--- src/rtl/dtm_pkg.sv ---
package dtm_pkg;
   localparam int ACT_W  = 4;
   localparam int MODE_W = 3;
   localparam int CTRL_W = 16;

   localparam logic [1:0] OP_EXEC  = 2'd0;
   localparam logic [1:0] OP_LOAD  = 2'd1;
   localparam logic [1:0] OP_STORE = 2'd2;

   localparam logic [MODE_W-1:0] MODE_EQ   = 3'd0;
   localparam logic [MODE_W-1:0] MODE_POW2 = 3'd1;
   localparam logic [MODE_W-1:0] MODE_GE   = 3'd2;
   localparam logic [MODE_W-1:0] MODE_LT   = 3'd3;
   localparam logic [MODE_W-1:0] MODE_MLO  = 3'd4;
   localparam logic [MODE_W-1:0] MODE_MHI  = 3'd5;

   // control word, MSB first: action, mode, link, operand select, privilege enables, kind enables
   typedef struct packed {
      logic [ACT_W-1:0]  action;
      logic [MODE_W-1:0] mode;
      logic              chain;
      logic              sel_data;
      logic [3:0]        priv_en;
      logic [2:0]        op_en;
   } trig_ctrl_t;
endpackage

--- src/rtl/dtm_cfg_bank.sv ---
module dtm_cfg_bank
   import dtm_pkg::*;
#(
   parameter int NUM_TRIG = 4,
   parameter int XLEN     = 64,
   parameter int IDX_W    = 2
) (
   input  logic                           clk,
   input  logic                           rst_n,
   input  logic                           wr_en,
   input  logic                           wr_value,
   input  logic [IDX_W-1:0]               wr_idx,
   input  logic [XLEN-1:0]                wr_data,
   output trig_ctrl_t [NUM_TRIG-1:0]      ctrl_q,
   output logic [NUM_TRIG-1:0][XLEN-1:0]  cmp_q
);
   generate
      for (genvar g = 0; g < NUM_TRIG; g++) begin : g_slot
         trig_ctrl_t      ctrl_r;
         logic [XLEN-1:0] val_r;
         logic            slot_sel;

         assign slot_sel = wr_en && (wr_idx == IDX_W'(g));

         always_ff @(posedge clk or negedge rst_n) begin
            if (!rst_n) begin
               ctrl_r <= '0;
               val_r  <= '0;
            end else if (slot_sel) begin
               if (wr_value) val_r  <= wr_data;
               else          ctrl_r <= trig_ctrl_t'(wr_data[CTRL_W-1:0]);
            end
         end

         assign ctrl_q[g] = ctrl_r;
         assign cmp_q[g]  = val_r;
      end
   endgenerate
endmodule

--- src/rtl/dtm_cmp.sv ---
module dtm_cmp
   import dtm_pkg::*;
#(
   parameter int XLEN = 64
) (
   input  logic [2:0]        op_en,
   input  logic [3:0]        priv_en,
   input  logic              sel_data,
   input  logic [MODE_W-1:0] mode,
   input  logic [XLEN-1:0]   cmp_val,
   input  logic [1:0]        op,
   input  logic [1:0]        priv,
   input  logic [XLEN-1:0]   addr,
   input  logic [XLEN-1:0]   data,
   input  logic              narrow,
   output logic              matched
);
   localparam int HALF = XLEN / 2;

   logic [XLEN-1:0] raw_v;
   logic [XLEN-1:0] val;
   logic [XLEN-1:0] ref_v;
   logic [XLEN-1:0] msk;
   logic [XLEN-1:0] v_hi;
   logic [XLEN-1:0] ign;
   logic            op_ok;
   logic            priv_ok;
   logic            cmp_ok;

   assign raw_v = sel_data ? data : addr;

   generate
      if (XLEN > 32) begin : g_narrow
         always_comb begin
            if (narrow) begin
               val   = {{(XLEN-32){1'b0}}, raw_v[31:0]};
               ref_v = {{(XLEN-32){1'b0}}, cmp_val[31:0]};
               msk   = {{(XLEN-16){1'b0}}, cmp_val[31:16]};
               v_hi  = {{(XLEN-16){1'b0}}, raw_v[31:16]};
            end else begin
               val   = raw_v;
               ref_v = cmp_val;
               msk   = {{HALF{1'b0}}, cmp_val[XLEN-1:HALF]};
               v_hi  = {{HALF{1'b0}}, raw_v[XLEN-1:HALF]};
            end
         end
      end else begin : g_native
         logic unused_narrow;
         assign unused_narrow = narrow;
         assign val   = raw_v;
         assign ref_v = cmp_val;
         assign msk   = {{HALF{1'b0}}, cmp_val[XLEN-1:HALF]};
         assign v_hi  = {{HALF{1'b0}}, raw_v[XLEN-1:HALF]};
      end
   endgenerate

   // trailing run of ones in the compare value marks the ignored low bits
   assign ign = ref_v & ~(ref_v + XLEN'(1));

   always_comb begin
      case (op)
         OP_EXEC:  op_ok = op_en[0];
         OP_LOAD:  op_ok = op_en[1];
         OP_STORE: op_ok = op_en[2];
         default:  op_ok = 1'b0;
      endcase
   end

   assign priv_ok = priv_en[priv];

   always_comb begin
      case (mode)
         MODE_EQ:   cmp_ok = (val == ref_v);
         MODE_POW2: cmp_ok = (((val ^ ref_v) & ~ign) == '0);
         MODE_GE:   cmp_ok = (val >= ref_v);
         MODE_LT:   cmp_ok = (val < ref_v);
         MODE_MLO:  cmp_ok = (((val ^ ref_v) & msk) == '0);
         MODE_MHI:  cmp_ok = (((v_hi ^ ref_v) & msk) == '0);
         default:   cmp_ok = 1'b0;
      endcase
   end

   assign matched = op_ok & priv_ok & cmp_ok;
endmodule

--- src/rtl/dtm_resolve.sv ---
module dtm_resolve #(
   parameter int NUM_TRIG = 4,
   parameter int IDX_W    = 2,
   parameter int ACT_W    = 4
) (
   input  logic [NUM_TRIG-1:0]             matched,
   input  logic [NUM_TRIG-1:0]             chain,
   input  logic [NUM_TRIG-1:0][ACT_W-1:0]  action,
   input  logic                            suppress,
   output logic                            hit,
   output logic [IDX_W-1:0]                idx,
   output logic [ACT_W-1:0]                act
);
   logic [NUM_TRIG-1:0] run_ok;
   logic [NUM_TRIG-1:0] fire;

   // run_ok: this trigger matched and so did every earlier member of its chain
   always_comb begin
      run_ok[0] = matched[0];
      for (int i = 1; i < NUM_TRIG; i++)
         run_ok[i] = matched[i] & (~chain[i-1] | run_ok[i-1]);
   end

   assign fire = run_ok & ~chain & {NUM_TRIG{~suppress}};
   assign hit  = |fire;

   always_comb begin
      idx = '0;
      act = '0;
      for (int i = NUM_TRIG - 1; i >= 0; i--) begin
         if (fire[i]) begin
            idx = IDX_W'(i);
            act = action[i];
         end
      end
   end
endmodule

--- src/rtl/dbg_trig_unit.sv ---
module dbg_trig_unit
   import dtm_pkg::*;
#(
   parameter int NUM_TRIG = 4,
   parameter int XLEN     = 64,
   localparam int IDX_W   = (NUM_TRIG > 1) ? $clog2(NUM_TRIG) : 1
) (
   input  logic              clk,
   input  logic              rst_n,
   input  logic              cfg_we,
   input  logic              cfg_is_value,
   input  logic [IDX_W-1:0]  cfg_idx,
   input  logic [XLEN-1:0]   cfg_wdata,
   input  logic [1:0]        acc_op,
   input  logic [1:0]        acc_priv,
   input  logic [XLEN-1:0]   acc_addr,
   input  logic [XLEN-1:0]   acc_data,
   input  logic              narrow_mode,
   input  logic              in_debug,
   output logic              hit,
   output logic [IDX_W-1:0]  hit_idx,
   output logic [ACT_W-1:0]  hit_action
);
   generate
      if (XLEN != 32 && XLEN != 64) begin : g_bad_xlen
         $error("dbg_trig_unit: XLEN must be 32 or 64");
      end
      if (NUM_TRIG < 1 || NUM_TRIG > 16) begin : g_bad_count
         $error("dbg_trig_unit: NUM_TRIG must lie in 1..16");
      end
   endgenerate

   trig_ctrl_t [NUM_TRIG-1:0]             ctrl_q;
   logic [NUM_TRIG-1:0][XLEN-1:0]         cmp_q;
   logic [NUM_TRIG-1:0]                   matched;
   logic [NUM_TRIG-1:0]                   chain;
   logic [NUM_TRIG-1:0][ACT_W-1:0]        action;

   dtm_cfg_bank #(
      .NUM_TRIG (NUM_TRIG),
      .XLEN     (XLEN),
      .IDX_W    (IDX_W)
   ) u_bank (
      .clk      (clk),
      .rst_n    (rst_n),
      .wr_en    (cfg_we),
      .wr_value (cfg_is_value),
      .wr_idx   (cfg_idx),
      .wr_data  (cfg_wdata),
      .ctrl_q   (ctrl_q),
      .cmp_q    (cmp_q)
   );

   generate
      for (genvar g = 0; g < NUM_TRIG; g++) begin : g_trig
         dtm_cmp #(
            .XLEN (XLEN)
         ) u_cmp (
            .op_en    (ctrl_q[g].op_en),
            .priv_en  (ctrl_q[g].priv_en),
            .sel_data (ctrl_q[g].sel_data),
            .mode     (ctrl_q[g].mode),
            .cmp_val  (cmp_q[g]),
            .op       (acc_op),
            .priv     (acc_priv),
            .addr     (acc_addr),
            .data     (acc_data),
            .narrow   (narrow_mode),
            .matched  (matched[g])
         );
         assign chain[g]  = ctrl_q[g].chain;
         assign action[g] = ctrl_q[g].action;
      end
   endgenerate

   dtm_resolve #(
      .NUM_TRIG (NUM_TRIG),
      .IDX_W    (IDX_W),
      .ACT_W    (ACT_W)
   ) u_resolve (
      .matched  (matched),
      .chain    (chain),
      .action   (action),
      .suppress (in_debug),
      .hit      (hit),
      .idx      (hit_idx),
      .act      (hit_action)
   );
endmodule

--- config.mk ---
export PLATFORM = sky130hd
export DESIGN_NAME = dbg_trig_unit
export DESIGN_NICKNAME = d
export VERILOG_FILES = /design/src/rtl/dtm_pkg.sv /design/src/rtl/dtm_cfg_bank.sv /design/src/rtl/dtm_cmp.sv /design/src/rtl/dtm_resolve.sv /design/src/rtl/dbg_trig_unit.sv
export SDC_FILE = /design/constraint.sdc
export NUM_CORES = 2
export LEC_CHECK = 0
export ABC_AREA = 0
export BUFFER_PORTS_ARGS = -buffer_cell sky130_fd_sc_hd__buf_4
export CAP_MARGIN = 30
export CORE_MARGIN = 5
export CORE_UTILIZATION = 45
export DETAILED_ROUTE_END_ITERATION = 8
export SKIP_CTS_REPAIR_TIMING = 1
export SYNTH_ARGS = -nofsm -noshare
export SYNTH_HDL_FRONTEND = slang
export SYNTH_SLANG_ARGS = --single-unit
--- constraint.sdc ---
create_clock -name clk -period 7.95 [get_ports clk]
set_input_delay 0.795 -clock clk [delete_from_list [all_inputs] [get_ports clk]]
set_output_delay 0.795 -clock clk [all_outputs]
set_load 0.005 [all_outputs]
==> summary.txt <==
Clocking
  – Worst-path clk slew: 60 ps
  – Max Buffers Root-to-Sink: 3
  – CTS tree: done
  – Clk_lat worst skew: 600 ps
  – H-tree depth: 2
  – Number of CTS-inserted buffers: 39
  – CTS Root Cell: clkbuf_16
  – Clock tree sinks: 320

Global route
  – Total GRT Usage: 48.37%
  – Vias in the first global route: 32369
  – First-pass GRT wire length: 264700 µm
  – Largest net degree at the start of global routing: 133
  – Total grt overflow: 0
  – Antenna violations before repair: 35

Synthesis
  – Area contributors post-synth: dfrtp_1 (25%), mux2_2 (14%), ha_1 (13%), xnor2_1 (4.3%), mux2i_1 (4.3%)
  – Mapped Cells: 3669
  – Synth top cells by count: mux2_2 (400), ha_1 (348), dfrtp_1 (320), nand2_1 (319), nor2_1 (265)
  – Yosys reg bits: 320
  – Area leader, netlist: dfrtp_1
  – Top-count cell post-synth: mux2_2
  – Asr flop ratio synth: 100.0%
  – Share of the synthesized area in the top cell type: 24.64%
  – Area of the mapped netlist: 32490 µm²
  – Synthesized area per cell: 8.856 µm²
  – Distinct cells, synth: 106
  – Syn nets: 4221
  – Seq/Total Area, Yosys: 24.64%
  – Number of synthesized flops with an enable pin: 0
  – Ys flop type: dfrtp_1
  – Yosys warning count: 0

Routing
  – ANT nets after route: 0
  – Final wirelength: 198000 µm
  – Vias after detailed routing: 34911
  – Top layer in use: met5
  – Vias/cell: 7.231
  – WL met2: 77840 µm
  – Met1 Wirelength: 73910 µm
  – Initial DRT Pass Iterations: 7
  – Drt wl/cell: 41.02 µm
  – DRC: 0
  – Routed met3 length: 28630 µm
  – Iteration-0 DRC count of the detailed router: 6092

Floorplan
  – DIE AREA: 77680 µm²
  – Initial Util: 45.38%
  – I/O pin count: 211
  – Die Y: 278.7 µm
  – Core Area: 71610 µm²
  – Die Span X: 278.7 µm
  – Core Rows: 98

Setup path
  – Worst path slowest cell: nor4_1
  – Crit-path cells: buf_4 -> mux2_2 -> ha_1 -> o2111ai_1 -> nor4_1 -> nand4_1 -> nor3_1 -> nand4_1 -> and3_1 -> nor3_1 -> a32o_1 -> a21oi_1 -> o21bai_1 -> buf_4
  – CP required: 7150 ps
  – Crit path DAT: 6310 ps
  – Worst Path Buf+Inv: 2
  – CP endpoint kind: primary output
  – Startpoint Class: flip-flop
  – Worst Path Class, Setup: flip-flop to primary output
  – Largest fanout on the critical path: 30
  – Worst stage delay on the critical path: 800 ps
  – CP top delay family: simple AND/OR/NAND/NOR gates

STA
  – Max Fclk: 0.1408 GHz
  – Final Cycle Share: 89.36%
  – Final Max Tran Viols: 0
  – Worst slew pin tran: 1185 ps
  – Final hold viol count: 0
  – Worst Skew: 0 ps
  – RSZ-0062 raised after global routing: no
  – Setup violations, final: 0
  – Relative slew slack: 20.30%
  – Minimum clock period: 7104 ps
  – Hold WS: 196.4 ps
  – Setup TNS: 0 ps

Cells and area
  – Final #Nets: 4375
  – Fin util: 50.90%
  – Final non-filler cell total: 4828
  – P&R area growth vs syn: 12.17%
  – Proportion of layout cells with a drive suffix above 1: 20.49%
  – Layout fillers: 6975

Power and ir drop
  – Pwr Density: 255.5 nW/µm²
  – Static Leak: 15.71 nW
  – Worst vdd ir: 218.9 µV

Place
  – Gpl congestion: 1.136
  – # placed instances: 4732
  – Post-detail-place hpwl: 156600 µm
  – I/O Buffers: 210

Status
  – Status: completed

Job
  – Maxcap violations: 0

Hold path
  – Hold Path Class: input port to asynchronous set/reset pin
[state kept, by name (all words and copies together) (netlist names)]
register / count
u_bank.ctrl_q: 64
u_bank.g_slot.val_r: 256
[cells by family after synthesis]
logic type / share of synthesized area [%]
AOI/OAI and AO/OA: 14.01
and+or+nand+nor: 19.78
DFF: 24.64
buffers and inverters: 4.594
xor gates and xnor gates: 4.340
adders and majority gates: 13.40
muxes: 19.23
[area by class of cell]
class                      instances  area [µm²]  area share (%)
inverter                         241       907.1           2.489
sequential                       320        8023           22.01
clock buffer                      47        1067           2.928
multi-input combinational       2978       23010           63.14
antenna                           28       70.07          0.1922
tap                              950        1189           3.261
timing repair buffer             243        1876           5.146
clock inverter                    21       302.8          0.8308
[layer usage]
metal	GRT usage [%]	vias to the layer above
li1	-	14025
met1	62.05	16965
met2	67.34	3131
met3	17.92	762
met4	33.19	28
met5	0	-
[stage by stage]
| step | cell area (µm²) | worst slack [ps] | total power [mW] |
|---|---|---|---|
| final | 36450 | 845.5 | 9.312 |
| after global routing | 36380 | 594.1 | 9.540 |
| after CTS | 36380 | 1088 | 9.035 |
| after detailed placement | 35010 | 1307 | 7.048 |
| after global placement | 35000 | 1357 | 7.085 |
| after floorplan | 32490 | 1437 | 5.120 |
[power breakdown]
| group | total (mW) | switching (mW) | leakage, nW | internal (mW) |
|---|---|---|---|---|
| combinational | 4.58 | 2.84 | 11.2 | 1.74 |
| sequential | 2.77 | 0.783 | 3.84 | 1.98 |
| clock | 1.97 | 0.810 | 0.665 | 1.16 |
| total | 9.31 | 4.43 | 15.7 | 4.88 |
[cell usage in the layout (no fill, tap or decap), types with 26 or more instances in the layout]
cell type and count:
o22ai_1 98, mux2_2 400, diode_2 28, clkbuf_16 40, a21o_1 30, mux2i_1 138
a21oi_1 218, nand3_1 75, xnor2_1 160, and3_1 36, nor2_1 265, nand2_1 319
dfrtp_1 316, or4_1 28, nor4_1 83, ha_1 348, nand4_1 103, a31oi_1 68
inv_1 239, nor3_1 70, and4_1 28, nor2b_1 26, buf_4 238, a41oi_1 29
o21ai_0 100
[worst paths after layout]
check	startpoint	to	slack, ps	depth (start not counted)
max reg2reg	u_bank.ctrl_q[23]	u_bank.ctrl_q[23]	6540	2
min	rst_n	u_bank.ctrl_q[51]	200	1
min in group clk	u_bank.ctrl_q[32]	u_bank.ctrl_q[32]	500	1
max	u_bank.ctrl_q[7]	hit_action[2]	850	14
max in group asynchronous	rst_n	u_bank.g_slot[0].val_r[45]	6430	2
min reg2reg	u_bank.ctrl_q[32]	u_bank.ctrl_q[32]	500	1
Power figures use the tool's default switching activity.
